## config.mk

```make
export PLATFORM = sky130hd
export DESIGN_NAME = win_fall_detect
export DESIGN_NICKNAME = d
export VERILOG_FILES = /design/src/rtl/wfd_pkg.sv /design/src/rtl/wfd_now_fsm.sv /design/src/rtl/wfd_reg_fsm.sv /design/src/rtl/win_fall_detect.sv
export SDC_FILE = /design/constraint.sdc
export NUM_CORES = 1
export LEC_CHECK = 0
export BUFFER_PORTS_ARGS = -buffer_cell sky130_fd_sc_hd__buf_2
export CORE_AREA = 2 2 39 41
export CTS_CLUSTER_DIAMETER = 150
export CTS_CLUSTER_SIZE = 25
export DETAILED_ROUTE_END_ITERATION = 16
export DIE_AREA = 0 0 41 43
export SYNTH_ARGS = -nofsm -noshare
export SYNTH_HDL_FRONTEND = slang
export SYNTH_SLANG_ARGS = --single-unit
export TNS_END_PERCENT = 5
```

## constraint.sdc

```tcl
create_clock -name clk -period 1.1 [get_ports clk]
set_input_delay 0.11 -clock clk [delete_from_list [all_inputs] [get_ports clk]]
set_output_delay 0.11 -clock clk [all_outputs]
set_load 0.01 [all_outputs]
```

## src/rtl/wfd_pkg.sv

```systemverilog
// Package: wfd_pkg
// Shared state types for the three-sample falling-window detector.
// Assumes the window length is fixed at three samples.
package wfd_pkg;

    // History of the two most recent samples: bit 1 is the older one.
    typedef enum logic [1:0] {
        HS_00 = 2'b00,
        HS_01 = 2'b01,
        HS_10 = 2'b10,
        HS_11 = 2'b11
    } hist_e;

    // Registered-flag machine: the two most recent samples, plus
    // two extra states that record "match taken at the last edge".
    typedef enum logic [2:0] {
        RG_00  = 3'd0,
        RG_01  = 3'd1,
        RG_10  = 3'd2,
        RG_11  = 3'd3,
        RG_00H = 3'd4,
        RG_10H = 3'd5
    } reg_state_e;

endpackage

```

## src/rtl/wfd_now_fsm.sv

```systemverilog
// Module: wfd_now_fsm
// Keeps the last two samples and raises hit_now in the same cycle when
// the older stored sample is 1 and the live input is 0.
// Assumes din is settled before each rising edge; rst_n is synchronous.
module wfd_now_fsm
    import wfd_pkg::*;
(
    input  logic clk,
    input  logic rst_n,
    input  logic din,
    output logic hit_now
);

    hist_e state_q;
    hist_e state_d;

    // Next history: shift in the present sample; unknown codes go home.
    always_comb begin
        case (state_q)
            HS_00:   state_d = din ? HS_01 : HS_00;
            HS_01:   state_d = din ? HS_11 : HS_10;
            HS_10:   state_d = din ? HS_01 : HS_00;
            HS_11:   state_d = din ? HS_11 : HS_10;
            default: state_d = HS_00;
        endcase
    end

    // State register with synchronous active-low reset.
    always_ff @(posedge clk) begin
        if (!rst_n) state_q <= HS_00;
        else        state_q <= state_d;
    end

    // Same-cycle flag: older sample 1 and live sample 0.
    always_comb begin
        case (state_q)
            HS_10, HS_11: hit_now = ~din;
            default:      hit_now = 1'b0;
        endcase
    end

    // a live 1 can never close a match.
    p_one_never_hits_r2: assert property (@(posedge clk) disable iff (!rst_n)
        din |-> !hit_now);

endmodule

```

## src/rtl/wfd_reg_fsm.sv

```systemverilog
// Module: wfd_reg_fsm
// Six-state machine whose flag is decoded from state bits only; the
// two "H" states are entered on the edge that closes a match.
// Assumes din is settled before each rising edge; rst_n is synchronous.
module wfd_reg_fsm
    import wfd_pkg::*;
(
    input  logic clk,
    input  logic rst_n,
    input  logic din,
    output logic hit_reg
);

    reg_state_e state_q;
    reg_state_e state_d;

    // Next state: track last two samples and record a closing match.
    always_comb begin
        case (state_q)
            RG_00, RG_00H: state_d = din ? RG_01 : RG_00;
            RG_01:         state_d = din ? RG_11 : RG_10;
            RG_10, RG_10H: state_d = din ? RG_01 : RG_00H;
            RG_11:         state_d = din ? RG_11 : RG_10H;
            default:       state_d = RG_00;
        endcase
    end

    // State register with synchronous active-low reset.
    always_ff @(posedge clk) begin
        if (!rst_n) state_q <= RG_00;
        else        state_q <= state_d;
    end

    // Flag decoded from the state alone.
    always_comb begin
        hit_reg = (state_q == RG_00H) || (state_q == RG_10H);
    end

    // the registered flag only follows an edge that sampled a 0.
    p_flag_after_zero_r3: assert property (@(posedge clk) disable iff (!rst_n)
        hit_reg |-> !$past(din));

endmodule

```

## src/rtl/win_fall_detect.sv

```systemverilog
// Module: win_fall_detect
// Top level: runs the same-cycle and registered detectors side by side
// on one serial input. Windows 100 and 110 (oldest first) match.
// Assumes a synchronous active-low reset held low at power-up.
module win_fall_detect (
    input  logic clk,
    input  logic rst_n,
    input  logic din,
    output logic hit_now,
    output logic hit_reg
);

    // Same-cycle detector.
    wfd_now_fsm u_now (
        .clk     (clk),
        .rst_n   (rst_n),
        .din     (din),
        .hit_now (hit_now)
    );

    // Registered detector.
    wfd_reg_fsm u_reg (
        .clk     (clk),
        .rst_n   (rst_n),
        .din     (din),
        .hit_reg (hit_reg)
    );

    // Samples taken since reset, saturating at 2; used by the checks below.
    logic [1:0] seen_q;
    always_ff @(posedge clk) begin
        if (!rst_n)              seen_q <= 2'd0;
        else if (seen_q != 2'd2) seen_q <= seen_q + 2'd1;
    end

    // registered flag is the same-cycle flag one clock later.
    p_reg_follows_now_r3: assert property (@(posedge clk) disable iff (!rst_n)
        hit_now |=> hit_reg);
    p_reg_quiet_after_miss_r3: assert property (@(posedge clk) disable iff (!rst_n)
        !hit_now |=> !hit_reg);

    // once the window is full, the flag matches x(t-2)=1 and x(t)=0.
    p_window_match_r1: assert property (@(posedge clk) disable iff (!rst_n)
        (seen_q == 2'd2) |-> (hit_now == ($past(din, 2) && !din)));

    // no flag before the third sample after reset.
    p_quiet_after_reset_r6: assert property (@(posedge clk) disable iff (!rst_n)
        (seen_q != 2'd2) |-> (!hit_now && !hit_reg));

endmodule

```

==> results of run 1 <==
synthesized netlist by cell type (all sizes together):
cell type	number	area, um2
a211oi	2	20.0
inv	1	3.75
nand2b	1	6.26
dfxtp	5	100
nor2b	3	18.8
nand3b	1	7.51
and2	2	12.5
nand2	1	3.75
nor3	1	5.00
a21oi	1	5.00
worst max-delay path, delay by kind of cell, from the launching register on:
| family | cells | cell delay (ps) |
|---|---|---|
| buffers and inverters | 1 | 130 |
| DFF | 1 | 380 |
| and+or+nand+nor | 1 | 140 |
registers in the layout, summed over array words and instances, names as in the netlist:
name	flops
u_reg.state_q	3
u_now.state_q	2
power breakdown:
part / switching [W] / total, W / internal, W
clock network: 0.0000677 / 0.000204 / 0.000137
registers: 0.00000481 / 0.000195 / 0.000190
logic: 0.0000105 / 0.0000211 / 0.0000106
metrics by stage:
stage | cell area [um2] | cells | utilization | setup WS, ps
floorplan | 183 | 18 | - | 379
global placement | 223 | 38 | 0.161 | 357
detailed placement | 223 | 38 | 0.161 | 326
CTS | 249 | 42 | 0.180 | 103
global route | 249 | 42 | 0.180 | 1.15
finish | 249 | 42 | 0.180 | 108
per-layer routing:
layer | wire length (um) | global-route usage
met2 | 114 | 0.0500
met5 | 0 | 0
met4 | 0 | 0.0400
met1 | 142 | 0.0482
met3 | 36 | 0.0628
cells by family after synthesis:
family / count (synthesis) / share of synthesized area
buf+inv: 1 / 0.0205
compound gates: 3 / 0.137
flops: 5 / 0.548
simple gates: 9 / 0.295
layout by cell type, fill, tap and decap left out:
master / Yosys / final
dfxtp_1: 5 / 5
and2_1: 2 / 2
inv_1: 1 / 1
nand2b_1: 1 / 1
nor3_1: 1 / 1
clkbuf_1: 0 / 1
buf_2: 0 / 4
nor2b_1: 3 / 3
a211oi_2: 1 / 1
a211oi_1: 1 / 1
clkbuf_4: 0 / 3
nand2_1: 1 / 1
a21oi_1: 1 / 1
nand3b_1: 1 / 1
final cells by class:
class | count | area (um2)
multi-input cells | 12 | 78.8
flip-flops and latches | 5 | 100
well taps | 16 | 20.0
clock buffers | 4 | 26.3
fillers | 159 | 1130
repair buffers | 4 | 20.0
inverters | 1 | 3.75
how the worst max path moves through the flow:
stage	startpoint	end	cells past startpoint
4_1_cts	u_reg.state_q[2]	hit_reg	2
3_3_place_gp	u_reg.state_q[2]	u_reg.state_q[2]	2
2_1_floorplan	u_reg.state_q[2]	u_reg.state_q[2]	2
6_report	u_reg.state_q[2]	hit_reg	2
5_1_grt	u_reg.state_q[2]	hit_reg	2
3_5_place_dp	u_reg.state_q[2]	u_reg.state_q[2]	2
==> qor.yml, run 1 <==
outcome:
  status: "finished, final reports clean"
synthesis:
  ys_types: 11
  ys_warn_count: 0
  ys_ff_latch: 5
  syn_inst: 18
  synth_area_um2: 183
  synthesis.nets: 21
  yosysSeqAreaShare: 0.548
  avgSynthCellArea_um2: 10.1
pwr:
  power_density_nw_per_um2: 1690
  p_total_w: 0.000420
  peakVddDrop_uv: 355
  leakagePower_nw: 0.103
sta:
  setup_viol: 0
  max_clock_freq_ghz: 1.01
  slew_violations: 0
  hold_violations: 0
  skew_ps: 1.81
  relSlewSlack: 0.882
  fin_hold_ws_ps: 103
  setup_tns_ps: 0
  period_minus_slack_ps: 992
  worstMarginPinSlew_ps: 176
  min_period_over_period: 0.902
  rsz0062_at_grt: "false"
layout:
  num_antenna_cells: 0
  synthToLayoutAreaGrowth_pct: 36.3
  drive_gt1_frac: 0.308
  final_nets: 30
floorplanning:
  start_util: 0.132
  die_x_um: 41
  dieArea_um2: 1760
  core-area_um2: 1380
  num_io_pins: 5
  core.rowCount: 14
  die_y_um: 43
clock_network:
  cts_buffers: 3
  cts_hold_buf: 0
  clock_sink_count: 5
  cts_max_level: 1
  cts_tree: "done"
  cts_resized: 0
  cts_max_path_buffers: 2
  clk_pin_slew_ps: 40
  root_buffer: "clkbuf_4"
  clkLatencyLatePin_ps: 240
  cts_setup_buffers: 0
placement:
  port_buffers: 4
  routabilityCongestion: 0.579
  hpwl_um: 221
critical_path:
  critPathMaxStageDelay_ps: 380
  cp_max_fo: 5
  required_ps: 990
  worstRegToRegCells: 2
  cp_slowest_cell: "dfxtp_1"
  critPathArrivalTime_ps: 880
  r2r_end: "u_reg.state_q[2]"
  setup.worst_path.end_class: "output pin"
  reg2reg_from: "u_reg.state_q[2]"
  r2r_setup_slack_ps: 320
  crit_type: "reg -> out"
  path_cells: "nor2b_1 > buf_2"
  worstSetupStartpointType: "flip-flop"
min_path:
  min_from: "din"
  hold_path.class: "in -> reg"
  hold_path_end: "u_reg.state_q[2]"
  hold_path_depth: 2
routing:
  drt_first_pass_iters: 3
  drt-initial-drc-count: 3
  via_per_inst: 3.29
  vias: 138
  wirelength_um: 293
  wl_per_cell_um: 6.98
  drc: 0
  antenna_left: 0
grt:
  antenna_found_initial: 0
  grt_pass1_vias: 122
  grt_max_degree: 7
  grt_overflow_total: 0
  grtUsageTotal: 0.0492
  grt_first_pass_wirelength_um: 489
job:
  drv_cap: 0
Power figures use the tool's default switching activity.
==> inputs of run 2 (changes only) <==
Clock period 1.1 ns to 0.9 ns, I/O delays scaled along.
==> run 2 against run 1 <==
Compared with the run above:
- non-clock buffer count is 1 higher
- clock power grew 23%
- combinational power rose by 30%
- sequential power increased by 23%
- core utilization up 0.81 points
- critical endpoint unchanged
- largest power group unchanged
==> qor.yml, run 2 (synthesized netlist as in run 1, its figures left out) <==
sta:
  skew_ps: 0.0752  # -1.73 ps
  slew_violations: 0  # unchanged
  relSlewSlack: 0.886  # +0.00439
  setup_ws_ps: 5.47  # -102 ps
  min_period_over_period: 0.994
  worstMarginPinSlew_ps: 170  # -6.54 ps
  rsz0062_at_grt: "true"
  period_minus_slack_ps: 895
  hold_violations: 0  # unchanged
  max_clock_freq_ghz: 1.12
  setup_viol: 0  # unchanged
layout:
  layout_commonest_cell: "buf_2"
  drive_gt1_frac: 0.444  # +0.137
  largestRegisters: "u_reg.state_q (3), u_now.state_q (2)"
  final_nets: 31  # +3.3%
  final_cell_mix: "4 x buf_2, 3 x nor2b_1, 3 x clkbuf_4, 3 x dfxtp_2"
  regMostFlops: "u_reg.state_q"
  stdcell_count: 43  # +2.4%
  synthToLayoutAreaGrowth_pct: 42.5
  largest_reg_flops: 3  # unchanged
  fin_util: 0.188  # +0.00814
  num_antenna_cells: 0  # unchanged
pwr:
  p_total_w: 0.000516  # +23%
  power_density_nw_per_um2: 1980  # +17%
  peakVddDrop_uv: 539  # +52%
  leakagePower_nw: 0.110  # +6.5%
critical_path:
  reg2reg_from: "u_reg.state_q[2]"
  path_cells: "nor2b_1 > buf_2"
  r2r_end: "u_reg.state_q[2]"
  critPathMaxStageDelay_ps: 330  # -50 ps
  cp_max_fo: 3  # -2
  crit_family: "flip-flops"
  worstRegToRegCells: 3  # +1
  critPathArrivalTime_ps: 800  # -80 ps
  worstSetupStartpointType: "flip-flop"
  crit_type: "reg -> out"
  setup.worst_path.end_class: "output pin"
  required_ps: 810  # -180 ps
  r2r_setup_slack_ps: 90  # -230 ps
  cp_slowest_cell: "dfxtp_2"
  crit_buf_inv: 1  # unchanged
grt:
  grt_pass1_vias: 137  # +12%
  grt_overflow_total: 0  # unchanged
  grt_first_pass_wirelength_um: 496  # +1.4%
  grtUsageTotal: 0.0472  # -0.00196
  grt_max_degree: 7  # unchanged
  antenna_found_initial: 0  # unchanged
routing:
  wirelength_um: 316  # +7.8%
  wl_per_cell_um: 7.35  # +5.3%
  drc: 0  # unchanged
  drt-initial-drc-count: 0  # -3
  antenna_left: 0  # unchanged
  via_per_inst: 3.47  # +5.5%
  vias: 149  # +8.0%
  drt_first_pass_iters: 1  # -2
floorplanning:
  die_y_um: 43  # unchanged
  start_util: 0.132  # unchanged
  core.rowCount: 14  # unchanged
  core-area_um2: 1380  # unchanged
  num_io_pins: 5  # unchanged
  dieArea_um2: 1760  # unchanged
  die_x_um: 41  # unchanged
clock_network:
  cts_hold_buf: 0  # unchanged
  cts_max_path_buffers: 2  # unchanged
  cts_tree: "done"
  clk_pin_slew_ps: 40  # about the same
  root_buffer: "clkbuf_4"
  clock_sink_count: 5  # unchanged
  cts_max_level: 1  # unchanged
  clkLatencyLatePin_ps: 230  # about the same
  cts_buffers: 3  # unchanged
min_path:
  hold_path_depth: 2  # unchanged
  hold_path_end: "u_reg.state_q[2]"
  min_from: "din"
  hold_path.class: "in -> reg"
job:
  drv_cap: 0  # unchanged
placement:
  hpwl_um: 231  # +4.8%
  place_inst: 38  # unchanged
  port_buffers: 4  # unchanged
  dpl_worst_slack_ps: 103  # -223 ps
  routabilityCongestion: 0.619  # +6.9%
outcome:
  status: "finished, final reports clean"
[run 2: cell types whose count changed in the layout (fill, tap and decap cells not counted)]
cell / previous run / this run
dfxtp_1: 5 / 2
dfxtp_2: 0 / 3
buf_4: 0 / 1
[run 2: metrics by stage]
step | instance area, um2 | TNS, ps | hold slack [ps]
after floorplan | 183 | 0 | 163
after global placement | 223 | 0 | 335
after detailed placement | 223 | 0 | 334
after CTS | 259 | -2.89 | 73.6
after global routing | 260 | -84.4 | 79.9
final | 260 | 0 | 79.2
[run 2: metal layers]
metal,global-route usage,wire [um]
met1,0.0452,144
met2,0.0563,134
met3,0.0314,38
met4,0.0600,0
met5,0,0
[run 2: what timing repair did]
item | CTS | global route
setup buffers | 1 | 0
endpoints found under the setup margin | 1 | 2
gates resized for setup | 2 | 1
[run 2: how the worst max path moves through the flow]
stage                           startpoint               end  cells past startpoint
final                     u_reg.state_q[2]           hit_reg                      2
after global routing      u_reg.state_q[2]           hit_reg                      2
after CTS                 u_reg.state_q[2]           hit_reg                      2
after detailed placement  u_reg.state_q[1]  u_reg.state_q[2]                      2
after global placement    u_reg.state_q[2]  u_reg.state_q[2]                      2
after floorplan           u_reg.state_q[2]  u_reg.state_q[2]                      2
[run 2: layout make-up]
type	instances	area, um2
clock buffers	4	26.3
flip-flops and latches	5	104
well taps	16	20.0
multi-input cells	12	78.8
fillers	160	1120
inverters	1	3.75
repair buffers	5	27.5
[run 2: report_power, final]
group / leakage (nW) / switching, W / internal, W
logic: 0.0527 / 0.0000136 / 0.0000140
registers: 0.0425 / 0.00000563 / 0.000233
clock network: 0.0150 / 0.0000826 / 0.000167
==> inputs of run 3 (changes only) <==
Settings changed: ABC_AREA from default to 1, BUFFER_PORTS_ARGS -buffer_cell sky130_fd_sc_hd__buf_2 to -buffer_cell sky130_fd_sc_hd__buf_4.
Clock period 0.9 ns to 0.8 ns, I/O delays scaled along.
==> run 3 against run 2 <==
Compared with the run above:
- the run now ends with negative setup slack left
- core utilization is 1.5 points higher
- register-to-register slack worse by 50 ps
- non-clock buffer count is the same
- worst hold slack got worse by 23 ps
- critical path type unchanged
- largest power group unchanged
- highest routed layer unchanged
==> qor.yml, run 3 <==
clock_network:
  cts_max_level: 1  # unchanged
  cts_buffers: 3  # unchanged
  clkLatencyLatePin_ps: 240  # about the same
  cts_tree: "done"
  root_buffer: "clkbuf_4"
  clock_sink_count: 5  # unchanged
  clk_pin_slew_ps: 40  # about the same
  cts_max_path_buffers: 2  # unchanged
  cts_hold_buf: 0  # unchanged
floorplanning:
  start_util: 0.139  # +0.00723
  core-area_um2: 1380  # unchanged
  num_io_pins: 5  # unchanged
  dieArea_um2: 1760  # unchanged
  die_y_um: 43  # unchanged
  die_x_um: 41  # unchanged
  core.rowCount: 14  # unchanged
critical_path:
  path_cells: "nor2_1 > buf_4"
  critPathMaxStageDelay_ps: 340  # about the same
  crit_family: "flip-flops"
  setup.worst_path.end: "hit_reg"
  cp_max_fo: 5  # +2
  path_depth: 2  # unchanged
  setup.worst_path.end_class: "output pin"
  crit_start: "u_reg.state_q[1]"
  cp_slowest_cell: "dfxtp_2"
  required_ps: 720  # -90 ps
  r2r_end: "u_reg.state_q[2]"
  worstRegToRegCells: 5  # +2
  r2r_setup_slack_ps: 40  # -50 ps
  crit_type: "reg -> out"
  worstSetupStartpointType: "flip-flop"
  critPathArrivalTime_ps: 810  # about the same
  crit_buf_inv: 1  # unchanged
  reg2reg_from: "u_reg.state_q[2]"
grt:
  grt_first_pass_wirelength_um: 586  # +18%
  grt_max_degree: 6  # -1
  grt_pass1_vias: 165  # +20%
  antenna_found_initial: 0  # unchanged
  grtUsageTotal: 0.0544  # +0.00714
  grt_overflow_total: 0  # unchanged
routing:
  antenna_left: 0  # unchanged
  via_per_inst: 3.23  # -6.8%
  vias: 168  # +13%
  wirelength_um: 339  # +7.3%
  drt_first_pass_iters: 3  # +2
  drt-initial-drc-count: 2  # +2
  drc: 0  # unchanged
  wl_per_cell_um: 6.52  # -11%
pwr:
  switching_share: 0.219  # +0.0215
  leakagePower_nw: 0.148  # +34%
  p_seq_frac: 0.447  # -0.016
  peakVddDrop_uv: 1060  # +97%
  intPower_w: 0.000470  # +14%
  pwr-share-comb: 0.067  # +0.014
  p_clk_frac: 0.486  # +0.002
  power_density_nw_per_um2: 2140  # +7.9%
  p_sw_w: 0.000132  # +29%
  p_total_w: 0.000602  # +17%
synthesis:
  yosysMostFrequentCell: "inv_1"
  synthesis.nets: 30  # +43%
  ys_warn_count: 0  # unchanged
  avgSynthCellArea_um2: 7.14  # -30%
  ys_ff_latch: 5  # unchanged
  netlist_top_cells_area: "dfxtp_1 52%, inv_1 12%, nand2_1 9.7%, nor2_1 7.8%, nor2_2 6.5%"
  synthFlopType: "dfxtp_1"
  synth_enable_flop_cells: 0  # unchanged
  synth_common_cells: "6 x inv_1, 5 x dfxtp_1, 5 x nand2_1, 4 x nor2_1"
  synth.top_cell.area_share: 0.519  # -0.0285
  yosysSeqAreaShare: 0.519  # -0.0285
  async_reset_ff_frac: 0  # unchanged
  syn_inst: 27  # +9
  ys_types: 8  # -3
  synth_area_um2: 193  # +5.5%
  yosys.area.top_type: "dfxtp_1"
placement:
  dpl_worst_slack_ps: 71.3  # -32.0 ps
  routabilityCongestion: 0.654  # +5.6%
  port_buffers: 4  # unchanged
  hpwl_um: 243  # +5.1%
sta:
  slew_violations: 0  # unchanged
  relSlewSlack: 0.926  # +0.0394
  max_clock_freq_ghz: 1.12
  period_minus_slack_ps: 892
  skew_ps: 1.39  # +1.31 ps
  fin_hold_ws_ps: 56.4  # -22.8 ps
  setup_ws_ps: -92.4  # -97.8 ps
  setup_tns_ps: -141  # -141 ps
  rsz0062_at_grt: "true"
  setup_viol: 2  # +2
  min_period_over_period: 1.12
  hold_violations: 0  # unchanged
  worstMarginPinSlew_ps: 112  # -58.1 ps
layout:
  regMostFlops: "u_reg.state_q"
  fin_util: 0.203  # +0.0154
  num_antenna_cells: 0  # unchanged
  synthToLayoutAreaGrowth_pct: 46.1
  final_nets: 40  # +29%
  largestRegisters: "u_reg.state_q (3), u_now.state_q (2)"
  drive_gt1_frac: 0.417  # -0.0278
  final_cell_mix: "5 x inv_1, 5 x nand2_1, 5 x buf_4"
  fill_cells: 155  # -3.1%
  largest_reg_flops: 3  # unchanged
job:
  drv_cap: 0  # unchanged
outcome:
  status: "finished with violations"
  violations: "negative setup slack"
min_path:
  hold_path.class: "in -> reg"
==> run 3: cell types whose count changed in the layout (fill, tap and decap cells not counted), sizes merged, moves of 2 or more <==
| cell | before | now |
|---|---|---|
| nor2 | 0 | 6 |
| nor2b | 3 | 0 |
| and2 | 2 | 0 |
| nand3 | 0 | 2 |
| inv | 1 | 7 |
| a211oi | 2 | 0 |
| nand2 | 1 | 5 |
==> run 3: timing repair <==
action | CTS | global route
buffers inserted | 1 | 0
pin swaps | 0 | 1
hold endpoints to repair | 0 | 0
resized for setup | 3 | 1
setup endpoints to repair | 2 | 3
==> run 3: worst min-delay path by stage <==
stage | startpoint | endpoint | slack (ps) | cells past startpoint
3_3_place_gp | din | u_now.state_q[0] | 300 | 3
5_1_grt | din | u_now.state_q[0] | 80 | 3
6_report | din | u_now.state_q[0] | 60 | 3
3_5_place_dp | din | u_now.state_q[0] | 300 | 3
4_1_cts | din | u_now.state_q[0] | 50 | 3
2_1_floorplan | din | u_now.state_q[0] | 170 | 2
==> run 3: per-stage QoR <==
step | instances | cell area [um2]
floorplan | 27 | 193
global route | 52 | 282
global placement | 47 | 243
detailed placement | 47 | 243
CTS | 52 | 279
finish | 52 | 282
==> run 3: area by class of cell <==
type,count,area [um2],share of cell area
flip-flops and latches,5,103,0.364
clock buffers,4,26.3,0.0933
inverters,7,26.3,0.0933
repair buffers,5,37.5,0.133
well taps,16,20.0,0.0711
multi-input cells,15,68.8,0.244
==> run 3: cell families after synthesis <==
logic type	share of synthesized area
simple gates	0.292
buf+inv	0.136
compound gates	0.0520
flops	0.520
==> run 3: power by group through the flow <==
stage,Combinational (W),Sequential (W),Clock (W)
after detailed placement,0.0000377,0.000273,0
after floorplan,0.0000197,0.000271,0
after CTS,0.0000397,0.000269,0.000313
after global placement,0.0000365,0.000273,0
final,0.0000403,0.000269,0.000293
after global routing,0.0000469,0.000270,0.000319
==> run 3: metal layers <==
layer  GRT usage  part of all wire  routed length, um  vias up
met5           0                 0                  0        -
met4      0.0200                 0                  0        0
met3      0.0628             0.071                 24        0
met2      0.0688              0.43                145        5
met1      0.0552              0.50                169       68
li1            -                 -                  -       95
==> run 3: tightest hold or removal path, stage by stage <==
cell and delay (ps):
buf_4 100, nand2_1 40, inv_1 40
